===== src/rtl/stby_wake_pkg.sv =====
package stby_wake_pkg;

   typedef enum logic [2:0] {
      PS_RUN        = 3'd0,
      PS_STANDBY    = 3'd1,
      PS_SETTLE     = 3'd2,
      PS_WAKE_IRQ   = 3'd3,
      PS_RESET_HOLD = 3'd4,
      PS_HW_STANDBY = 3'd5
   } pwr_state_e;

endpackage


===== src/rtl/irq_wake_qual.sv =====
module irq_wake_qual #(
   parameter int N_IRQ = 16
) (
   input  logic [N_IRQ-1:0] irq,
   input  logic [N_IRQ-1:0] irq_en,
   input  logic [N_IRQ-1:0] irq_stby_clr_en,
   input  logic [N_IRQ-1:0] irq_cpu_mask,
   input  logic [N_IRQ-1:0] irq_dtc_route,
   output logic             stby_wake,
   output logic             int_pending
);

   initial begin : p_param_chk
      assert (N_IRQ >= 1 && N_IRQ <= 32)
         else $error("irq_wake_qual: N_IRQ out of range");
   end

   logic [N_IRQ-1:0] line_wake;
   logic [N_IRQ-1:0] line_int;

   for (genvar n = 0; n < N_IRQ; n++) begin : g_line
      // a line that feeds the transfer controller never reaches the CPU
      assign line_wake[n] = irq[n] & irq_en[n] & irq_stby_clr_en[n]
                          & ~irq_cpu_mask[n] & ~irq_dtc_route[n];
      assign line_int[n]  = irq[n] & irq_en[n] & ~irq_cpu_mask[n];
   end

   assign stby_wake   = |line_wake;
   assign int_pending = |line_int;

endmodule


===== src/rtl/settle_timer.sv =====
module settle_timer #(
   parameter int SEL_W    = 4,
   parameter int BASE_EXP = 6
) (
   input  logic             clk,
   input  logic             rst_n,
   input  logic             start,
   input  logic             active,
   input  logic [SEL_W-1:0] sel,
   output logic             done
);

   localparam int MAX_EXP = BASE_EXP + (1 << SEL_W) - 1;
   localparam int CNT_W   = MAX_EXP + 1;

   initial begin : p_param_chk
      assert (SEL_W >= 1 && BASE_EXP >= 1 && MAX_EXP <= 30)
         else $error("settle_timer: settle range too wide");
   end

   logic [SEL_W-1:0] sel_q;
   logic [CNT_W-1:0] cnt;
   logic [CNT_W-1:0] last;

   assign last = (CNT_W'(1) << (BASE_EXP + int'(sel_q))) - CNT_W'(1);
   assign done = active && (cnt == last);

   always_ff @(posedge clk or negedge rst_n) begin
      if (!rst_n) begin
         sel_q <= '0;
         cnt   <= '0;
      end else if (start) begin
         sel_q <= sel;
         cnt   <= '0;
      end else if (active && !done) begin
         cnt   <= cnt + CNT_W'(1);
      end
   end


   cnt_step_chk: assert property (@(posedge clk) disable iff (!rst_n)
      (active && !done && !start) |=> (cnt == $past(cnt) + CNT_W'(1)));


   cnt_start_chk: assert property (@(posedge clk) disable iff (!rst_n)
      start |=> (cnt == '0));

endmodule


===== src/rtl/pwr_fsm.sv =====
module pwr_fsm
   import stby_wake_pkg::*;
#(
   parameter int N_SRST = 3
) (
   input  logic              clk,
   input  logic              rst_n,
   input  logic              sleep_strobe,
   input  logic              stby_en,
   input  logic              bus_hold_en,
   input  logic              wake_any,
   input  logic              int_any,
   input  logic              res_pin_n,
   input  logic              hwstby_n,
   input  logic              settle_done,
   output logic              settle_start,
   output logic              settle_active,
   output pwr_state_e        state,
   output logic              osc_en,
   output logic              cpu_clk_en,
   output logic              per_clk_en,
   output logic [N_SRST-1:0] per_srst,
   output logic              bus_hiz,
   output logic              sleep_flag,
   output logic              irq_exc_req,
   output logic              rst_exc_req
);

   initial begin : p_param_chk
      assert (N_SRST >= 1) else $error("pwr_fsm: N_SRST must be positive");
   end

   pwr_state_e nxt;
   logic       clocks_on;
   logic       rst_req_q;

   always_comb begin
      nxt          = state;
      settle_start = 1'b0;
      if (!hwstby_n) begin
         nxt = PS_HW_STANDBY;
      end else begin
         unique case (state)
            PS_RUN:
               if (!res_pin_n)                   nxt = PS_RESET_HOLD;
               else if (sleep_strobe && stby_en) nxt = PS_STANDBY;
            PS_STANDBY:
               if (!res_pin_n) nxt = PS_RESET_HOLD;
               else if (wake_any) begin
                  nxt          = PS_SETTLE;
                  settle_start = 1'b1;
               end
            PS_SETTLE:
               if (!res_pin_n)       nxt = PS_RESET_HOLD;
               else if (settle_done) nxt = PS_WAKE_IRQ;
            PS_WAKE_IRQ:
               nxt = res_pin_n ? PS_RUN : PS_RESET_HOLD;
            PS_RESET_HOLD:
               if (res_pin_n) nxt = PS_RUN;
            PS_HW_STANDBY:
               nxt = PS_RESET_HOLD;
            default:
               nxt = PS_RUN;
         endcase
      end
   end

   always_ff @(posedge clk or negedge rst_n) begin
      if (!rst_n) begin
         state      <= PS_RUN;
         rst_req_q  <= 1'b0;
         sleep_flag <= 1'b0;
      end else begin
         state     <= nxt;
         rst_req_q <= (state == PS_RESET_HOLD) && res_pin_n && hwstby_n;
         if (state != PS_RUN || int_any)
            sleep_flag <= 1'b0;
         else if (sleep_strobe && !stby_en)
            sleep_flag <= 1'b1;
      end
   end

   assign clocks_on     = (state == PS_RUN) || (state == PS_WAKE_IRQ)
                       || (state == PS_RESET_HOLD);
   assign osc_en        = clocks_on || (state == PS_SETTLE);
   assign cpu_clk_en    = clocks_on;
   assign per_clk_en    = clocks_on;
   assign per_srst      = {N_SRST{(state != PS_RUN) && (state != PS_WAKE_IRQ)}};
   assign bus_hiz       = (state == PS_HW_STANDBY)
                       || (((state == PS_STANDBY) || (state == PS_SETTLE)) && !bus_hold_en);
   assign settle_active = (state == PS_SETTLE);
   assign irq_exc_req   = (state == PS_WAKE_IRQ);
   assign rst_exc_req   = rst_req_q;


   hw_override_chk: assert property (@(posedge clk) disable iff (!rst_n)
      !hwstby_n |=> (state == PS_HW_STANDBY) && !osc_en);


   enter_stby_chk: assert property (@(posedge clk) disable iff (!rst_n)
      (state == PS_RUN && sleep_strobe && stby_en && res_pin_n && hwstby_n)
      |=> (!osc_en && !cpu_clk_en && !per_clk_en));


   light_sleep_chk: assert property (@(posedge clk) disable iff (!rst_n)
      (state == PS_RUN && sleep_strobe && !stby_en && !int_any && res_pin_n && hwstby_n)
      |=> (state == PS_RUN && sleep_flag && cpu_clk_en));


   stby_hold_chk: assert property (@(posedge clk) disable iff (!rst_n)
      (state == PS_STANDBY && !wake_any && res_pin_n && hwstby_n)
      |=> (state == PS_STANDBY));


   irq_pulse_chk: assert property (@(posedge clk) disable iff (!rst_n)
      irq_exc_req |=> !irq_exc_req);


   rst_req_src_chk: assert property (@(posedge clk) disable iff (!rst_n)
      $rose(rst_exc_req) |-> ($past(state) == PS_RESET_HOLD) && (state == PS_RUN));


   hw_exit_chk: assert property (@(posedge clk) disable iff (!rst_n)
      (state == PS_HW_STANDBY && hwstby_n) |=> (state == PS_RESET_HOLD));

endmodule


===== src/rtl/stby_wake_ctrl.sv =====
module stby_wake_ctrl
   import stby_wake_pkg::*;
#(
   parameter int N_IRQ    = 16,
   parameter int SEL_W    = 4,
   parameter int BASE_EXP = 6,
   parameter int N_SRST   = 3
) (
   input  logic              clk_aon,
   input  logic              rst_n,
   input  logic              sleep_strobe,
   input  logic              stby_en,
   input  logic              bus_hold_en,
   input  logic [SEL_W-1:0]  settle_sel,
   input  logic              nmi,
   input  logic [N_IRQ-1:0]  irq,
   input  logic [N_IRQ-1:0]  irq_en,
   input  logic [N_IRQ-1:0]  irq_stby_clr_en,
   input  logic [N_IRQ-1:0]  irq_cpu_mask,
   input  logic [N_IRQ-1:0]  irq_dtc_route,
   input  logic              usb_resume,
   input  logic              res_pin_n,
   input  logic              hwstby_n,
   output logic [2:0]        state_o,
   output logic              osc_en,
   output logic              cpu_clk_en,
   output logic              per_clk_en,
   output logic [N_SRST-1:0] per_srst,
   output logic              bus_hiz,
   output logic              sleep_flag,
   output logic              irq_exc_req,
   output logic              rst_exc_req
);

   logic       irq_wake;
   logic       irq_int;
   logic       wake_any;
   logic       int_any;
   logic       settle_start;
   logic       settle_active;
   logic       settle_done;
   pwr_state_e state;

   irq_wake_qual #(.N_IRQ(N_IRQ)) u_qual (
      .irq             (irq),
      .irq_en          (irq_en),
      .irq_stby_clr_en (irq_stby_clr_en),
      .irq_cpu_mask    (irq_cpu_mask),
      .irq_dtc_route   (irq_dtc_route),
      .stby_wake       (irq_wake),
      .int_pending     (irq_int)
   );

   assign wake_any = irq_wake | nmi | usb_resume;
   assign int_any  = irq_int  | nmi | usb_resume;

   settle_timer #(.SEL_W(SEL_W), .BASE_EXP(BASE_EXP)) u_settle (
      .clk    (clk_aon),
      .rst_n  (rst_n),
      .start  (settle_start),
      .active (settle_active),
      .sel    (settle_sel),
      .done   (settle_done)
   );

   pwr_fsm #(.N_SRST(N_SRST)) u_fsm (
      .clk           (clk_aon),
      .rst_n         (rst_n),
      .sleep_strobe  (sleep_strobe),
      .stby_en       (stby_en),
      .bus_hold_en   (bus_hold_en),
      .wake_any      (wake_any),
      .int_any       (int_any),
      .res_pin_n     (res_pin_n),
      .hwstby_n      (hwstby_n),
      .settle_done   (settle_done),
      .settle_start  (settle_start),
      .settle_active (settle_active),
      .state         (state),
      .osc_en        (osc_en),
      .cpu_clk_en    (cpu_clk_en),
      .per_clk_en    (per_clk_en),
      .per_srst      (per_srst),
      .bus_hiz       (bus_hiz),
      .sleep_flag    (sleep_flag),
      .irq_exc_req   (irq_exc_req),
      .rst_exc_req   (rst_exc_req)
   );

   assign state_o = state;


   wake_go_chk: assert property (@(posedge clk_aon) disable iff (!rst_n)
      (state == PS_STANDBY && (nmi || usb_resume) && res_pin_n && hwstby_n)
      |=> (state == PS_SETTLE) && osc_en && !cpu_clk_en);

endmodule


===== config.mk =====
export PLATFORM = sky130hd
export DESIGN_NAME = stby_wake_ctrl
export DESIGN_NICKNAME = d
export VERILOG_FILES = /design/src/rtl/stby_wake_pkg.sv /design/src/rtl/irq_wake_qual.sv /design/src/rtl/settle_timer.sv /design/src/rtl/pwr_fsm.sv /design/src/rtl/stby_wake_ctrl.sv
export SDC_FILE = /design/constraint.sdc
export NUM_CORES = 1
export LEC_CHECK = 0
export ABC_AREA = 1
export CAP_MARGIN = 20
export CORE_ASPECT_RATIO = 0.7
export CORE_MARGIN = 2
export CORE_UTILIZATION = 51
export DETAILED_ROUTE_END_ITERATION = 16
export HOLD_SLACK_MARGIN = 0.12
export PLACE_DENSITY = 0.87
export SLEW_MARGIN = 20
export SYNTH_ARGS = -nofsm -noshare
export SYNTH_HDL_FRONTEND = slang
export SYNTH_SLANG_ARGS = --single-unit

===== constraint.sdc =====
create_clock -name clk_aon -period 6 [get_ports clk_aon]
set_input_delay 0.9 -clock clk_aon [delete_from_list [all_inputs] [get_ports clk_aon]]
set_output_delay 0.9 -clock clk_aon [all_outputs]
set_load 0.01 [all_outputs]

**Word-level counts from Yosys, hierarchy flattened**

Cells that the tools add are included.

- Reduce and logical (&&, ||, !) cells: 24
- Eq/ne operators: 11
- Multiplexer cells: 18
- Bitwise logic cells: 116
- Add/sub/neg operators: 3
- Shift operators: 1

Operators with widths:

| cell | number |
|---|---|
| AND 1 bit | 80 |
| two-way mux 22 bit | 2 |
| NOT 1 bit | 32 |
| OR reduction 16 bit | 2 |
| << shifter 1 x 32 -> 22 bit, first input constant | 1 |
| two-way mux 3 bit | 9 |
| adder 22 x 1 -> 22 bit, second input constant | 1 |
| == test 22 bit | 1 |
| subtractor 22 x 2 -> 22 bit, second input constant | 1 |
| case mux 3 bit (6 select lines) | 1 |
| logical AND 1 bit | 8 |
| != test 4 x 3 -> 1 bit, second input constant | 2 |
| == test 3 x 2 -> 1 bit, second input constant | 2 |
| == test 3 bit, second input constant | 2 |
| logical OR 1 bit | 6 |
| two-way mux 1 bit | 6 |
| adder 3 x 4 -> 5 bit, first input constant | 1 |
| != test 4 bit, second input constant | 1 |
| bitwise OR 1 bit | 4 |
| AND reduction 4 bit | 1 |
| nonzero test 2 bit | 2 |
| == test 3 x 1 -> 1 bit, second input constant | 1 |
| zero test 1 bit | 3 |
| zero test 3 bit | 1 |
| 3 further kinds | 3 |

- Word-level logic and storage cells: 178
- Output and inout port bits: 13
- Bits in registers: 31
- Bits of input ports: 93

**Depth between registers and ports, before layout**

- Depth after elaboration: 12
- Mapped depth: 25
- Depth with buffers taken out: 24

**Modules after synthesis**

From an unflattened synthesis, not the netlist that was laid out.

- Cells, all modules: 620
- Area total of the unflattened synthesis: 3653.5 um2

By module, submodules not included:

| module | area an instance (um2) | sequential area each (um2) | cells each | times used |
|---|---|---|---|---|
| settle_timer | 2785.2 | 650.6 | 454 | 1 |
| irq_wake_qual | 451.7 | 0.0 | 100 | 1 |
| pwr_fsm | 395.4 | 125.1 | 61 | 1 |
| stby_wake_ctrl | 21.3 | 0.0 | 5 | 1 |

**Worst setup path before layout**

No wires, ideal clock.

- Path kind: register to register
- From: register u_settle.sel_q[1]
- To: register u_settle.cnt[10]
- Cell stages (with the launch flop): 25
- Path buffers: 2
- Setup time: 0.074 ns
- Setup slack: 3.095 ns
- Data arrival time: 2.831 ns
- Period minus slack after synthesis: 2.905 ns
- Required time: 5.926 ns
- Cell sequence: dfrtp_1 buf_6 inv_4 ha_1 inv_1 nand2_1 nand2_1 nand2_1 nor2_1 nand3_1 ha_1 xor2_1 nand3_1 nor2_1 nand2_1 nor2_1 nand3_1 nor2_1 nand2_1 nor2_2 nand2_2 nand2_4 nand2_4 buf_6 o21ai_2

- Cells in the longest elaborated chain, start to end: 8

RTL lines:

| what | RTL line | source |
|---|---|---|
| start: declaration | settle_timer.sv:21 | `logic [SEL_W-1:0] sel_q;` |
| start signal: assignment | settle_timer.sv:33 | `sel_q <= sel;` |
| adder 3 x 4 -> 5 bit | settle_timer.sv:25 | `assign last = (CNT_W'(1) << (BASE_EXP + int'(sel_q))) - CNT_W'(1);` |
| << shifter 1 x 32 -> 22 bit | settle_timer.sv:25 |  |
| subtractor 22 x 2 -> 22 bit | settle_timer.sv:25 |  |
| == test 22 bit | settle_timer.sv:26 | `assign done = active && (cnt == last);` |
| logical AND 1 bit | settle_timer.sv:26 |  |
| zero test 1 bit | settle_timer.sv:35 | `end else if (active && !done) begin` |
| logical AND 1 bit | settle_timer.sv:35 |  |
| nonzero test 2 bit (no source line) | -- |  |
| end signal: assignment | settle_timer.sv:36 | `cnt <= cnt + CNT_W'(1);` |
| end: declaration | settle_timer.sv:22 | `logic [CNT_W-1:0] cnt;` |

No other way between the ends.
A chain may end at the register's enable or synchronous reset.

**Worst setup path after layout**

- From: register u_settle.sel_q[1]
- To: register u_settle.cnt[13]

The elaborated chain is that of the path after synthesis.

==> qor.yml <==
cts:
  ctsHoldBuffers: 0
  clk_latency_ps: 300
  cts_max_level: 2
  cts_buffer_depth: 2
  cts_tree: "built"
  cts_buffers: 5
  clk_pin_slew_ps: 80
  cts_sinks: 31
  post_cts_buffers: 0
  clockRootBuffer: "clkbuf_8"
  cts-resized-gates: 0
synthesis:
  synth_top_area_share_pct: 23.51
  ys_ff_latch: 31
  ys_warn_count: 0
  yosysTopAreaCell: "dfrtp_1"
  synth_mux_area_share_pct: 0
  synthArstFlopShare_pct: 100.0
  synth-main-ff-cell: "dfrtp_1"
  synthXorXnorAreaFrac_pct: 6.864
  yosys.cell_types.count: 36
  syn_area_per_cell_sq_um: 6.273
  synth-simple-area-share_pct: 46.83
  synth_nets: 622
  synthCells: 526
  synth_top_family_by_area: "simple AND/OR/NAND/NOR gates"
  synthAdderAreaFrac_pct: 1.138
  ys_seq_area_share_pct: 23.51
  synth_compound_area_share_pct: 10.43
  synth.area.top_cells: "dfrtp_1 24%, nand2_1 15%, nand3_1 10%"
  syn_area_sq_um: 3299
  synth_edf_count: 0
min_path:
  hold_depth: 2
  min_from: "u_settle.cnt[21]$_DFFE_PN0P_"
  hp-class: "reg2reg"
  hold_end: "u_settle.cnt[21]$_DFFE_PN0P_"
setup_path:
  crit_slowest_cell: "a21oi_2"
  critPathCaptureType: "flip-flop"
  r2r-start: "u_settle.sel_q[1]$_DFFE_PN0P_"
  r2r_slack_ps: 2140
  cpMostUsedCell: "nand3_1"
  critPathArrivalTime_ps: 4080
  cp_cell_sequence: "inv_4, ha_1, nand3_1, inv_1, nand2_1, ha_1, xor2_1, nand3_1, nor2_1, nand2_1, nor2_1, nand3_1, nor2_1, nand2_1, nor2_2, a21oi_2, nand3_1, o21ai_2"
  cp_max_fo: 24
  critPathMaxStageDelay_ps: 870
  crit_path_start_kind: "flip-flop"
  required_ps: 6220
  crit-reg2reg-capture: "u_settle.cnt[13]$_DFFE_PN0P_"
  rr_worst_depth: 18
  crit_type: "reg2reg"
sta:
  finalCriticalPeriod_ps: 3857
  clock.fmax_ghz: 0.2592
  worstMarginPinSlew_ps: 1124
  postLayoutSetupSlackWorst_ps: 2143
  post-route-period-util_pct: 64.29
  clock_skew_ps: 10.46
  hold_violations: 0
  drv_slew: 0
  max_slew_margin_pct: 25.08
  tns_ps: 0
  final-setup-viol-count: 0
  rsz0062_at_grt: "false"
grt:
  grt_pass1_vias: 3869
  grt_usage_pct: 33.40
  use_met2_pct: 51.90
  grt_use_met3_pct: 8.390
  grt_max_degree: 33
  antenna_found_initial: 0
  grtUsageMet1_pct: 47.68
  grt-ovfl-total: 0
  grt_first_pass_wirelength_um: 18790
  grt_most_used_layer: "met2"
final_layout:
  layout_commonest_cell: "nand2_1"
  final_layout_size_suffix_gt1_share_pct: 7.803
  layout.cells.most_common_list: "136 x nand2_1, 105 x clkdlybuf4s50_1, 68 x nand3_1, 67 x inv_1, 57 x nor2_1"
  multiInputGateArea_sq_um: 2153
  n_antenna_cell: 0
  num-nets-final: 723
  syn_to_final_growth_pct: 36.33
  regArea_sq_um: 775.7
  nFillCells: 513
floorplanning:
  ios: 106
  die_y_um: 71.30
  fp.dieW_um: 100.1
  die_area_sq_um: 7139
  core_sq_um: 6246
  initial_core_util_pct: 52.82
  rows: 24
place:
  portBuffers: 105
  dpl.hpwl_um: 9288
  post-place-ws_ps: 2302
  routabilityCongestion: 0.9891
power:
  ir_drop_v: 0.0001292
  leakagePower_nw: 2.041
  powerDensity_nw_per_um2: 254.6
flow_run:
  timing.max_cap.violations: 0
detailed_routing:
  vias_per_cell: 5.644
  drtAntennaViolNets: 0
  drc: 0
  wl_per_cell_um: 16.27
  dr.pass1.iters: 5
  finalWirelength_um: 11490
  vias: 3985
  first_iter_violations: 502
run_status:
  status: "finished clean"
-- where the power goes --
part	switching, W	total, W	leakage [nW]	internal, W
Clock	0.0000940	0.000260	0.0644	0.000166
Sequential	0.0000352	0.000260	0.411	0.000225
Combinational	0.000402	0.000625	1.57	0.000222
-- worst max-delay path: cells and delay by family, from the launching register on --
family,cells,cell delay (ps)
fa+ha+maj,2,850
simple gates,11,990
xor+xnor,1,150
compound gates,2,980
buf+inv,2,280
flops,1,530
-- layout make-up --
type / count / area share (%)
Multi-Input combinational cell: 411 / 47.87
Timing Repair Buffer: 107 / 23.70
Sequential cell: 31 / 17.25
Inverter: 71 / 5.981
Tap cell: 78 / 2.170
Clock buffer: 5 / 1.530
Clock inverter: 3 / 1.502
-- state kept, by name (all words and copies together) (netlist names) --
register,flops
u_fsm.state,3
u_fsm.rst_exc_req,1
u_settle.cnt,22
u_fsm.sleep_flag,1
u_settle.sel_q,4
-- cells by family (layout without fill, tap and decap cells) --
logic type               after synthesis  count (layout)
flip-flops                            31              31
XOR/XNOR                              25              25
AO/OA/AOI/OAI                         54              54
adder cells (fa/ha/maj)                3               3
buffers and inverters                 84             186
AND/OR/NAND/NOR                      329             329
-- worst max path at each step --
stage	from	endpoint	slack [ps]	cells past startpoint
finish	u_settle.sel_q[1]$_DFFE_PN0P_	u_settle.cnt[13]$_DFFE_PN0P_	2140	18
global placement	u_settle.sel_q[1]$_DFFE_PN0P_	u_settle.cnt[20]$_DFFE_PN0P_	2490	18
floorplan	u_settle.sel_q[1]$_DFFE_PN0P_	u_settle.cnt[10]$_DFFE_PN0P_	3090	24
CTS	u_settle.sel_q[1]$_DFFE_PN0P_	u_settle.cnt[0]$_DFFE_PN0P_	2240	18
detailed placement	u_settle.sel_q[1]$_DFFE_PN0P_	u_settle.cnt[13]$_DFFE_PN0P_	2300	18
global route	u_settle.sel_q[1]$_DFFE_PN0P_	u_settle.cnt[0]$_DFFE_PN0P_	1820	18
-- metal layers --
layer  share of wire, %  vias up  wire (um)
met5                  0        -          0
met4                1.3        0        147
met3                 12       21       1344
met2                 43      237       4966
met1                 44     1816       5027
li1                   -     1911          -
-- synth_stat cells, types with 3 or more instances --
master and count:
nand2_4 6, nand2_1 136, a21oi_1 10, nand4_1 11, buf_6 4, ha_1 3, nor2_2 4, o21ai_0 16
xor2_1 24, o22ai_1 4, nand2_2 6, nor3_1 15, o21ai_2 11, nand3_1 68, nor4_1 7, inv_2 3
a211oi_1 3, nor2_1 57, buf_4 6, dfrtp_1 31, o21ai_1 6, clkbuf_1 3, nor3b_1 4, nand3b_1 9
inv_1 67
-- per-stage QoR --
step	total power (W)	instance area, sq um	hold slack [ps]	instances	utilization [%]
5_1_grt	0.001223	4498	620.8	706	72.02
6_report	0.001145	4498	579.0	706	72.02
3_3_place_gp	0.0008478	4362	563.6	698	69.83
3_5_place_dp	0.0008680	4362	567.2	698	69.83
2_1_floorplan	0.0006935	3299	534.6	526	-
4_1_cts	0.001126	4498	582.5	706	72.02
(Power assumes the default switching activity.)
